<file path="config.mk">
export PLATFORM = sky130hd
export DESIGN_NAME = ctrl_serial_regs
export DESIGN_NICKNAME = d
export VERILOG_FILES = /design/src/rtl/ctrl_serial_pkg.sv /design/src/rtl/ctrl_pin_sync.sv /design/src/rtl/ctrl_frame_rx.sv /design/src/rtl/ctrl_reg_bank.sv /design/src/rtl/ctrl_serial_regs.sv
export SDC_FILE = /design/constraint.sdc
export NUM_CORES = 1
export LEC_CHECK = 0
export BUFFER_PORTS_ARGS = -buffer_cell sky130_fd_sc_hd__buf_4
export CAP_MARGIN = 15
export CORE_MARGIN = 2
export CORE_UTILIZATION = 54
export DETAILED_ROUTE_END_ITERATION = 10
export HOLD_SLACK_MARGIN = 0.08
export MAX_ROUTING_LAYER = met4
export PLACE_DENSITY = 0.76
export SYNTH_ARGS = -nofsm -noshare
export SYNTH_HDL_FRONTEND = slang
export SYNTH_SLANG_ARGS = --single-unit
</file>
<file path="constraint.sdc">
create_clock -name clk -period 2.1 [get_ports clk]
set_input_delay 0.42 -clock clk [delete_from_list [all_inputs] [get_ports clk]]
set_output_delay 0.42 -clock clk [all_outputs]
set_load 0.005 [all_outputs]
</file>
<file path="src/rtl/ctrl_serial_pkg.sv">
package ctrl_serial_pkg;
    localparam int FRAME_W   = 16;
    localparam int ADDR_W    = 2;
    localparam int GAIN_W    = 11;
    localparam int CLAMP_W   = 5;
    localparam int OFS_W     = 4;
    localparam int FIELD_LSB = ADDR_W;

    typedef enum logic [ADDR_W-1:0] {
        REG_GAIN  = 2'd0,
        REG_CTRL  = 2'd1,
        REG_CLAMP = 2'd2,
        REG_TEST  = 2'd3
    } reg_sel_e;

    // Packed MSB first: maps directly onto frame bits 15:2 of a control write
    typedef struct packed {
        logic             sleep;
        logic             ofs_cal;
        logic             run;
        logic             test;
        logic             minv;
        logic             linv;
        logic [OFS_W-1:0] ofs_code;
        logic             ofs_en;
        logic             lowclk;
        logic             ob_inv;
        logic             smp_inv;
    } ctl_fields_t;
endpackage

</file>
<file path="src/rtl/ctrl_pin_sync.sv">
module ctrl_pin_sync #(
    parameter int         W       = 3,
    parameter int         STAGES  = 2,
    parameter logic [W-1:0] RST_VAL = '0
) (
    input  logic         clk,
    input  logic         rst_n,
    input  logic [W-1:0] d,
    output logic [W-1:0] q
);
    logic [W-1:0] stg_d [STAGES];
    logic [W-1:0] stg_q [STAGES];

    always_comb begin
        stg_d[0] = d;
        for (int i = 1; i < STAGES; i++) begin
            stg_d[i] = stg_q[i-1];
        end
    end

    always_ff @(posedge clk or negedge rst_n) begin
        if (!rst_n) begin
            for (int i = 0; i < STAGES; i++) begin
                stg_q[i] <= RST_VAL;
            end
        end else begin
            stg_q <= stg_d;
        end
    end

    assign q = stg_q[STAGES-1];
endmodule

</file>
<file path="src/rtl/ctrl_frame_rx.sv">
module ctrl_frame_rx #(
    parameter int FRAME_W = 16
) (
    input  logic               clk,
    input  logic               rst_n,
    input  logic               cs_n,
    input  logic               sck,
    input  logic               sd,
    output logic               frame_ok,
    output logic [FRAME_W-1:0] frame
);
    localparam int CNT_W = $clog2(FRAME_W + 2);
    localparam logic [CNT_W-1:0] CNT_FULL = CNT_W'(FRAME_W);
    localparam logic [CNT_W-1:0] CNT_OVER = CNT_W'(FRAME_W + 1);

    typedef struct packed {
        logic               cs_prev;
        logic               sck_prev;
        logic [CNT_W-1:0]   cnt;
        logic [FRAME_W-1:0] shift;
        logic               ok;
    } rx_t;

    rx_t rx_d, rx_q;

    always_comb begin
        rx_d          = rx_q;
        rx_d.cs_prev  = cs_n;
        rx_d.sck_prev = sck;
        rx_d.ok       = 1'b0;
        if (!cs_n && rx_q.cs_prev) begin
            rx_d.cnt = '0;
        end else if (!cs_n && sck && !rx_q.sck_prev) begin
            rx_d.shift = {sd, rx_q.shift[FRAME_W-1:1]};
            if (rx_q.cnt != CNT_OVER) begin
                rx_d.cnt = rx_q.cnt + 1'b1;
            end
        end
        if (cs_n && !rx_q.cs_prev && (rx_q.cnt == CNT_FULL)) begin
            rx_d.ok = 1'b1;
        end
    end

    always_ff @(posedge clk or negedge rst_n) begin
        if (!rst_n) begin
            rx_q <= '{cs_prev: 1'b1, sck_prev: 1'b0, cnt: '0, shift: '0, ok: 1'b0};
        end else begin
            rx_q <= rx_d;
        end
    end

    assign frame_ok = rx_q.ok;
    assign frame    = rx_q.shift;
endmodule

</file>
<file path="src/rtl/ctrl_reg_bank.sv">
module ctrl_reg_bank
    import ctrl_serial_pkg::*;
#(
    parameter int GAIN_MIN  = -81,
    parameter int CLAMP_MAX = 24
) (
    input  logic                  clk,
    input  logic                  rst_n,
    input  logic                  frame_ok,
    input  logic [FRAME_W-1:0]    frame,
    output logic [GAIN_W-1:0]     gain_out,
    output logic                  stby_out,
    output ctl_fields_t           ctl_out,
    output logic [CLAMP_W-1:0]    clamp_out,
    output logic                  pulse_out,
    output logic [ADDR_W-1:0]     addr_out
);
    localparam logic signed [GAIN_W-1:0] GAIN_FLOOR = GAIN_W'(GAIN_MIN);
    localparam logic [CLAMP_W-1:0]       CLAMP_TOP  = CLAMP_W'(CLAMP_MAX);
    localparam int CTL_W = $bits(ctl_fields_t);

    typedef struct packed {
        logic                stby;
        logic [GAIN_W-1:0]   gain;
        ctl_fields_t         ctl;
        logic [CLAMP_W-1:0]  clamp;
        logic                pulse;
        logic [ADDR_W-1:0]   addr;
    } bank_t;

    bank_t bk_d, bk_q;

    always_comb begin
        bk_d       = bk_q;
        bk_d.pulse = 1'b0;
        if (frame_ok) begin
            bk_d.pulse = 1'b1;
            bk_d.addr  = frame[ADDR_W-1:0];
            case (reg_sel_e'(frame[ADDR_W-1:0]))
                REG_GAIN: begin
                    bk_d.gain = frame[FIELD_LSB +: GAIN_W];
                    bk_d.stby = frame[FRAME_W-1];
                end
                REG_CTRL:  bk_d.ctl   = ctl_fields_t'(frame[FIELD_LSB +: CTL_W]);
                REG_CLAMP: bk_d.clamp = frame[FIELD_LSB +: CLAMP_W];
                default:   ;
            endcase
        end
    end

    always_ff @(posedge clk or negedge rst_n) begin
        if (!rst_n) begin
            bk_q <= '0;
        end else begin
            bk_q <= bk_d;
        end
    end

    always_comb begin
        gain_out  = ($signed(bk_q.gain) < GAIN_FLOOR) ? GAIN_FLOOR : bk_q.gain;
        clamp_out = (bk_q.clamp > CLAMP_TOP) ? CLAMP_TOP : bk_q.clamp;
    end

    assign stby_out  = bk_q.stby;
    assign ctl_out   = bk_q.ctl;
    assign pulse_out = bk_q.pulse;
    assign addr_out  = bk_q.addr;
endmodule

</file>
<file path="src/rtl/ctrl_serial_regs.sv">
module ctrl_serial_regs
    import ctrl_serial_pkg::*;
#(
    parameter int SYNC_STAGES = 2,
    parameter int GAIN_MIN    = -81,
    parameter int CLAMP_MAX   = 24
) (
    input  logic               clk,
    input  logic               rst_n,
    input  logic               sel_n,
    input  logic               sclk,
    input  logic               sdin,
    output logic [GAIN_W-1:0]  gain_code,
    output logic               standby,
    output logic               smp_inv,
    output logic               ob_inv,
    output logic               lowclk_mode,
    output logic               ofs_en,
    output logic [OFS_W-1:0]   ofs_code,
    output logic [CLAMP_W-1:0] clamp_code,
    output logic               out_linv,
    output logic               out_minv,
    output logic               out_test,
    output logic               core_run,
    output logic               ofs_cal,
    output logic               sleep,
    output logic               wr_pulse,
    output logic [ADDR_W-1:0]  wr_addr
);
    logic [2:0]         pins_s;
    logic               frame_ok;
    logic [FRAME_W-1:0] frame;
    ctl_fields_t        ctl;

    ctrl_pin_sync #(
        .W       (3),
        .STAGES  (SYNC_STAGES),
        .RST_VAL (3'b100)
    ) u_sync (
        .clk   (clk),
        .rst_n (rst_n),
        .d     ({sel_n, sclk, sdin}),
        .q     (pins_s)
    );

    ctrl_frame_rx #(
        .FRAME_W (FRAME_W)
    ) u_rx (
        .clk      (clk),
        .rst_n    (rst_n),
        .cs_n     (pins_s[2]),
        .sck      (pins_s[1]),
        .sd       (pins_s[0]),
        .frame_ok (frame_ok),
        .frame    (frame)
    );

    ctrl_reg_bank #(
        .GAIN_MIN  (GAIN_MIN),
        .CLAMP_MAX (CLAMP_MAX)
    ) u_bank (
        .clk       (clk),
        .rst_n     (rst_n),
        .frame_ok  (frame_ok),
        .frame     (frame),
        .gain_out  (gain_code),
        .stby_out  (standby),
        .ctl_out   (ctl),
        .clamp_out (clamp_code),
        .pulse_out (wr_pulse),
        .addr_out  (wr_addr)
    );

    assign smp_inv     = ctl.smp_inv;
    assign ob_inv      = ctl.ob_inv;
    assign lowclk_mode = ctl.lowclk;
    assign ofs_en      = ctl.ofs_en;
    assign ofs_code    = ctl.ofs_code;
    assign out_linv    = ctl.linv;
    assign out_minv    = ctl.minv;
    assign out_test    = ctl.test;
    assign core_run    = ctl.run;
    assign ofs_cal     = ctl.ofs_cal;
    assign sleep       = ctl.sleep;
endmodule

</file>
=== Yosys cells after proc, flatten, opt, wreduce, memory -nomap -nowiden ===
Cells that the tools add are included.

* Reduce and logical (&&, ||, !) cells: 16
* Multiply operators: 0
* Div/mod/pow operators: 0
* Equality and inequality tests: 4
* Magnitude comparators: 2
* Bitwise gates (word level): 1
* $add $sub $neg: 1
* Shift operators: 0
* Multiplexer cells: 7

{| class="wikitable"
|+ Operators by type and width
! kind !! count
|-
| $mux 21 || 1
|-
| $mux 5 || 3
|-
| $lt 11x8->1 const B || 1
|-
| $mux 11 || 1
|-
| $reduce_and 2->1 || 5
|-
| $add 5x1->5 const B || 1
|-
| $eq 5x5->1 const B || 1
|-
| $gt 5x5->1 const B || 1
|-
| $logic_and 1x1->1 || 5
|-
| $ne 5x5->1 const B || 1
|-
| $reduce_bool 2->1 || 2
|-
| $logic_not 1->1 || 3
|-
| $mux 3 || 1
|-
| $eq 2x1->1 const B || 1
|-
| $eq 2x2->1 const B || 1
|-
| $logic_not 2->1 || 1
|-
| $mux 1 || 1
|-
| $not 1->1 || 1
|}

* Output and inout port bits: 34
* RAM bits: 0
* Bits in latches: 0
* Memory bits (read-only): 0
* Input port bits: 5
* Bits in registers: 64
* Memories: 0
* Logic and storage cells: 54

=== Longest topological paths before layout ===
* Depth after elaboration: 5
* Mapped depth: 5

=== Modules after synthesis ===
From an unflattened synthesis, not the netlist that was laid out.

* Cell total of the unflattened synthesis: 240
* Area total of the unflattened synthesis: 2849.0 um2

{| class="wikitable"
|+ Modules (own cells, without submodules)
! module !! cells each !! area each (um2) !! seq. area each (um2) !! times used
|-
| ctrl_reg_bank || 112 || 1529.0 || 850.8 || 1
|-
| ctrl_frame_rx || 122 || 1167.4 || 601.8 || 1
|-
| ctrl_pin_sync || 6 || 152.6 || 152.6 || 1
|}

=== Least setup slack after synthesis ===
No wires, ideal clock.

* Path kind: reg2out
* Start point: reg u_bank.bk_q[22] (netlist name)
* End point: out gain_code[7]
* Slack: 0.221 ns
* Data required time: 1.680 ns
* Stages on the path, launching flop included: 6
* Arrival: 1.459 ns
* Buffers on the path: 0
* Cells stage by stage: dfrtp_1 a41o_1 a21oi_1 or2_2 ha_1 or2_2

* Word-level cells in the longest chain between the ends: 2

{| class="wikitable"
|+ Ends and longest elaborated chain
! what !! RTL line !! text
|-
| start: declaration || ctrl_reg_bank.sv:31 || <nowiki>bank_t bk_d, bk_q;</nowiki>
|-
| start signal: assignment || ctrl_reg_bank.sv:55 || <nowiki>bk_q <= bk_d;</nowiki>
|-
| $lt 11x8->1 || ctrl_reg_bank.sv:60 || <nowiki>gain_out = ($signed(bk_q.gain) < GAIN_FLOOR) ? GAIN_FLOOR : bk_q.gain;</nowiki>
|-
| $mux 11 || ctrl_reg_bank.sv:60 ||
|-
| end: declaration || ctrl_serial_regs.sv:13 || <nowiki>output logic [GAIN_W-1:0] gain_code,</nowiki>
|}

Every way passes these cells.

=== Worst setup path after layout ===
* Start point: reg u_bank.bk_q[25] (netlist name)
* End point: out gain_code[3]

* Word-level cells in the longest chain between the ends: 2

{| class="wikitable"
|+ Ends and longest elaborated chain
! what !! RTL line
|-
| $lt 11x8->1 || ctrl_reg_bank.sv:60
|-
| $mux 11 (*) || ctrl_reg_bank.sv:60
|}

Mark *: on every way between the ends. The rest lies on a longest branch, timed or not.

==> metrics <==
status=finished with violations; failing checks=setup timing; fin cells=~300; CP delay by family, top=flip-flops; Slew Limit Fails=0; proportion of synthesized area in mux cells=a little over a fifth; Fin. Hold Viols=0; final worst setup slack=-183 ps; number of global-route vias before repair=roughly 1.6k; number of detailed-routing iterations run before antenna repair=4; port buffer count=38; Bufs and invs on worst path=2; number of library cell types mapped by synthesis=38; first-pass GRT wire length=approximately 7.5 mm; die width=75.6 um; starting density of the core=between 50% and 60%; Final min period=around 2300 ps; Skew-Pair Late Insertion Delay=330 ps; Crit Path Class=register to output pin; CP startpoint kind=register; Post-synth EDFFs=0; Longest Clk Path Bufs=2; Post-Syn Instances=187; core area=roughly 0.0050 mm^2; Yosys reg bits=between 60 and 70; GRT Total Usage=between 10% and 20%; htree depth=3; Clock Root Buffer=clkbuf_8; Placed Instances=between 200 and 300; Final ANT Viol Nets=0; CP arrival=1860 ps; routability congestion estimate=0.874; Avg Cell Area, Syn=14.8 um^2; Max Freq=about 0.44 GHz; Area growth syn-to-layout=19.9%; Slew headroom=48.0%; die area=~0.0057 mm^2; initial antenna violation count=0; Clock transition at path regs=approximately 60 ps; most frequent cells in the layout=dfrtp_1 (61), buf_4 (42), mux2_2 (29); Pwr Density=between 700 and 800 mW/mm^2; CTS tree=done; total global routing overflow=0; HPWL Detailed=between 2 and 3 mm; commonest non-fill, non-tap cell in the layout=dfrtp_1; xor and xnor area share after synthesis=0%; simple-gate share of the synthesized area=between 10% and 20%; WP data required=1680 ps; Via Count=between 1.5k and 2k; Residual DRC=0; Post-Syn Area=0.00277 mm^2; Final period util=109%; MaxCap Viol Count=0; Syn. warnings=0; slowest CP cell=dfrtp_1; clock skew=slightly below 8 ps; R2R setup slack=around 600 ps; Vias/cell=~5.1; worst slew pin tran=780 ps; CP endpoint kind=output pin; Hold Crit Class=primary input to asynchronous set/reset pin; maximum vdd drop=roughly 0.00047 V; DIE HEIGHT=75.6 um; fin nets=242; Cell Chain, Critical Path=a41o_1 > a21oi_2 > or2_4 > ha_4 > buf_6 > or2_4 > buf_6; RSZ-0062 raised after global routing=true; IO Count=39; synthesized-area fraction occupied by adder cells=around 1.8%; final setup fails=10; Post-synth top flop=dfrtp_1; CTS Sinks=64; largest net degree at the start of global routing=between 60 and 70; largest family of logic cells by synthesized area=multiplexers; post-DR wirelength/cell=around 15 um; Compound-Gate Fraction of Synth Area=under 10%; ANT cells=0; number of buffers created by CTS=9; Starting DRT DRC Count=120; Largest stage delay, worst path=380 ps; share of cells above drive strength 1=about 54%; row cnt=26; crit path max fanout=6; LEAKAGE=~1.7 nW; Final Core Density=between 60% and 70%; Routed WL=~4.5 mm; ys async rst share=100%; sequential fraction of the synthesis area=between 50% and 60%; syn_nets=196
## report_power, final
group	total, W	switching, W	internal, W	leakage, nW
Combinational	0.000112	0.0000446	0.0000677	0.791
Sequential	0.00134	0.0000516	0.00128	0.865
Clock	0.000880	0.000409	0.000471	0.0842
## worst paths after layout
path	start	to	cells past startpoint
worst min-delay path	rst_n	u_bank.bk_q[3]	1
worst max-delay path	u_bank.bk_q[25]	gain_code[3]	7
worst min register to register	u_sync.stg_d[0]	u_sync.q[0]	0
worst max register to register	u_rx.rx_q[17]	u_rx.rx_q[18]	4
max in group asynchronous	rst_n	u_rx.rx_q[18]	1
min in group clk	sdin	u_sync.stg_d[0]	1
## Yosys cell counts, types with 4 or more instances
master   instances  area share [%]
nand2_1          6            0.81
and2_1           4            0.90
buf_4            7             1.9
mux2_2          29              12
or2_2            9             2.0
inv_1            5            0.68
mux2_4          18             9.8
ha_1             4             1.8
dfrtp_1         61              55
## state kept, by name, indices dropped and copies added (netlist names)
register,flops
u_rx.rx_q,7
u_bank.stby_out,1
u_sync.stg_d,3
u_rx.frame_ok,1
u_bank.bk_q,16
u_bank.addr_out,2
u_rx.frame,16
u_bank.pulse_out,1
u_sync.q,3
u_bank.ctl_out,14
## kinds of logic (layout without fill, tap and decap cells)
| group | after synthesis | after routing |
|---|---|---|
| DFF | 64 | 64 |
| buffers and inverters | 18 | 66 |
| muxes | 48 | 48 |
| adders and majority gates | 4 | 4 |
| and+or+nand+nor | 43 | 43 |
| AOI/OAI and AO/OA | 10 | 10 |
## stage by stage
step / instance area, um^2 / total power, W / setup slack (ps) / TNS (ps) / hold WS [ps]
final: 3320 / 0.00233 / -183 / -1440 / 165
after global routing: 3320 / 0.00244 / -278 / -2390 / 177
after CTS: 3300 / 0.00236 / -240 / -1990 / 177
after detailed placement: 3080 / 0.00147 / -6.36 / -6.51 / 340
after global placement: 3080 / 0.00147 / 15.8 / 0 / 335
after floorplan: 2770 / 0.00142 / 221 / 0 / 124
## routing by layer
| layer | wire (um) | global-route usage [%] | share of wire [%] |
|---|---|---|---|
| met1 | 2110 | 25.2 | 47 |
| met4 | 58 | 8.19 | 1.3 |
| met3 | 188 | 6.35 | 4.1 |
| met2 | 2180 | 26.3 | 48 |
| met5 | 0 | - | 0 |
## final cells by class
class / count / area, um^2
clock buffers: 12 / 155
clock inverters: 1 / 5.00
fillers: 400 / 1690
inverters: 5 / 18.8
multi-input cells: 105 / 1060
flip-flops and latches: 64 / 1610
well taps: 70 / 87.6
repair buffers: 48 / 383
## what timing repair did
action                                  4_1_cts  5_1_grt
hold buffers                                  0        0
pin swaps                                     4        3
gates resized for setup                      14        1
buffers inserted                              3        1
endpoints found under the setup margin       10       10
gates cloned                                  0        0
Power figures use the tool's default switching activity.
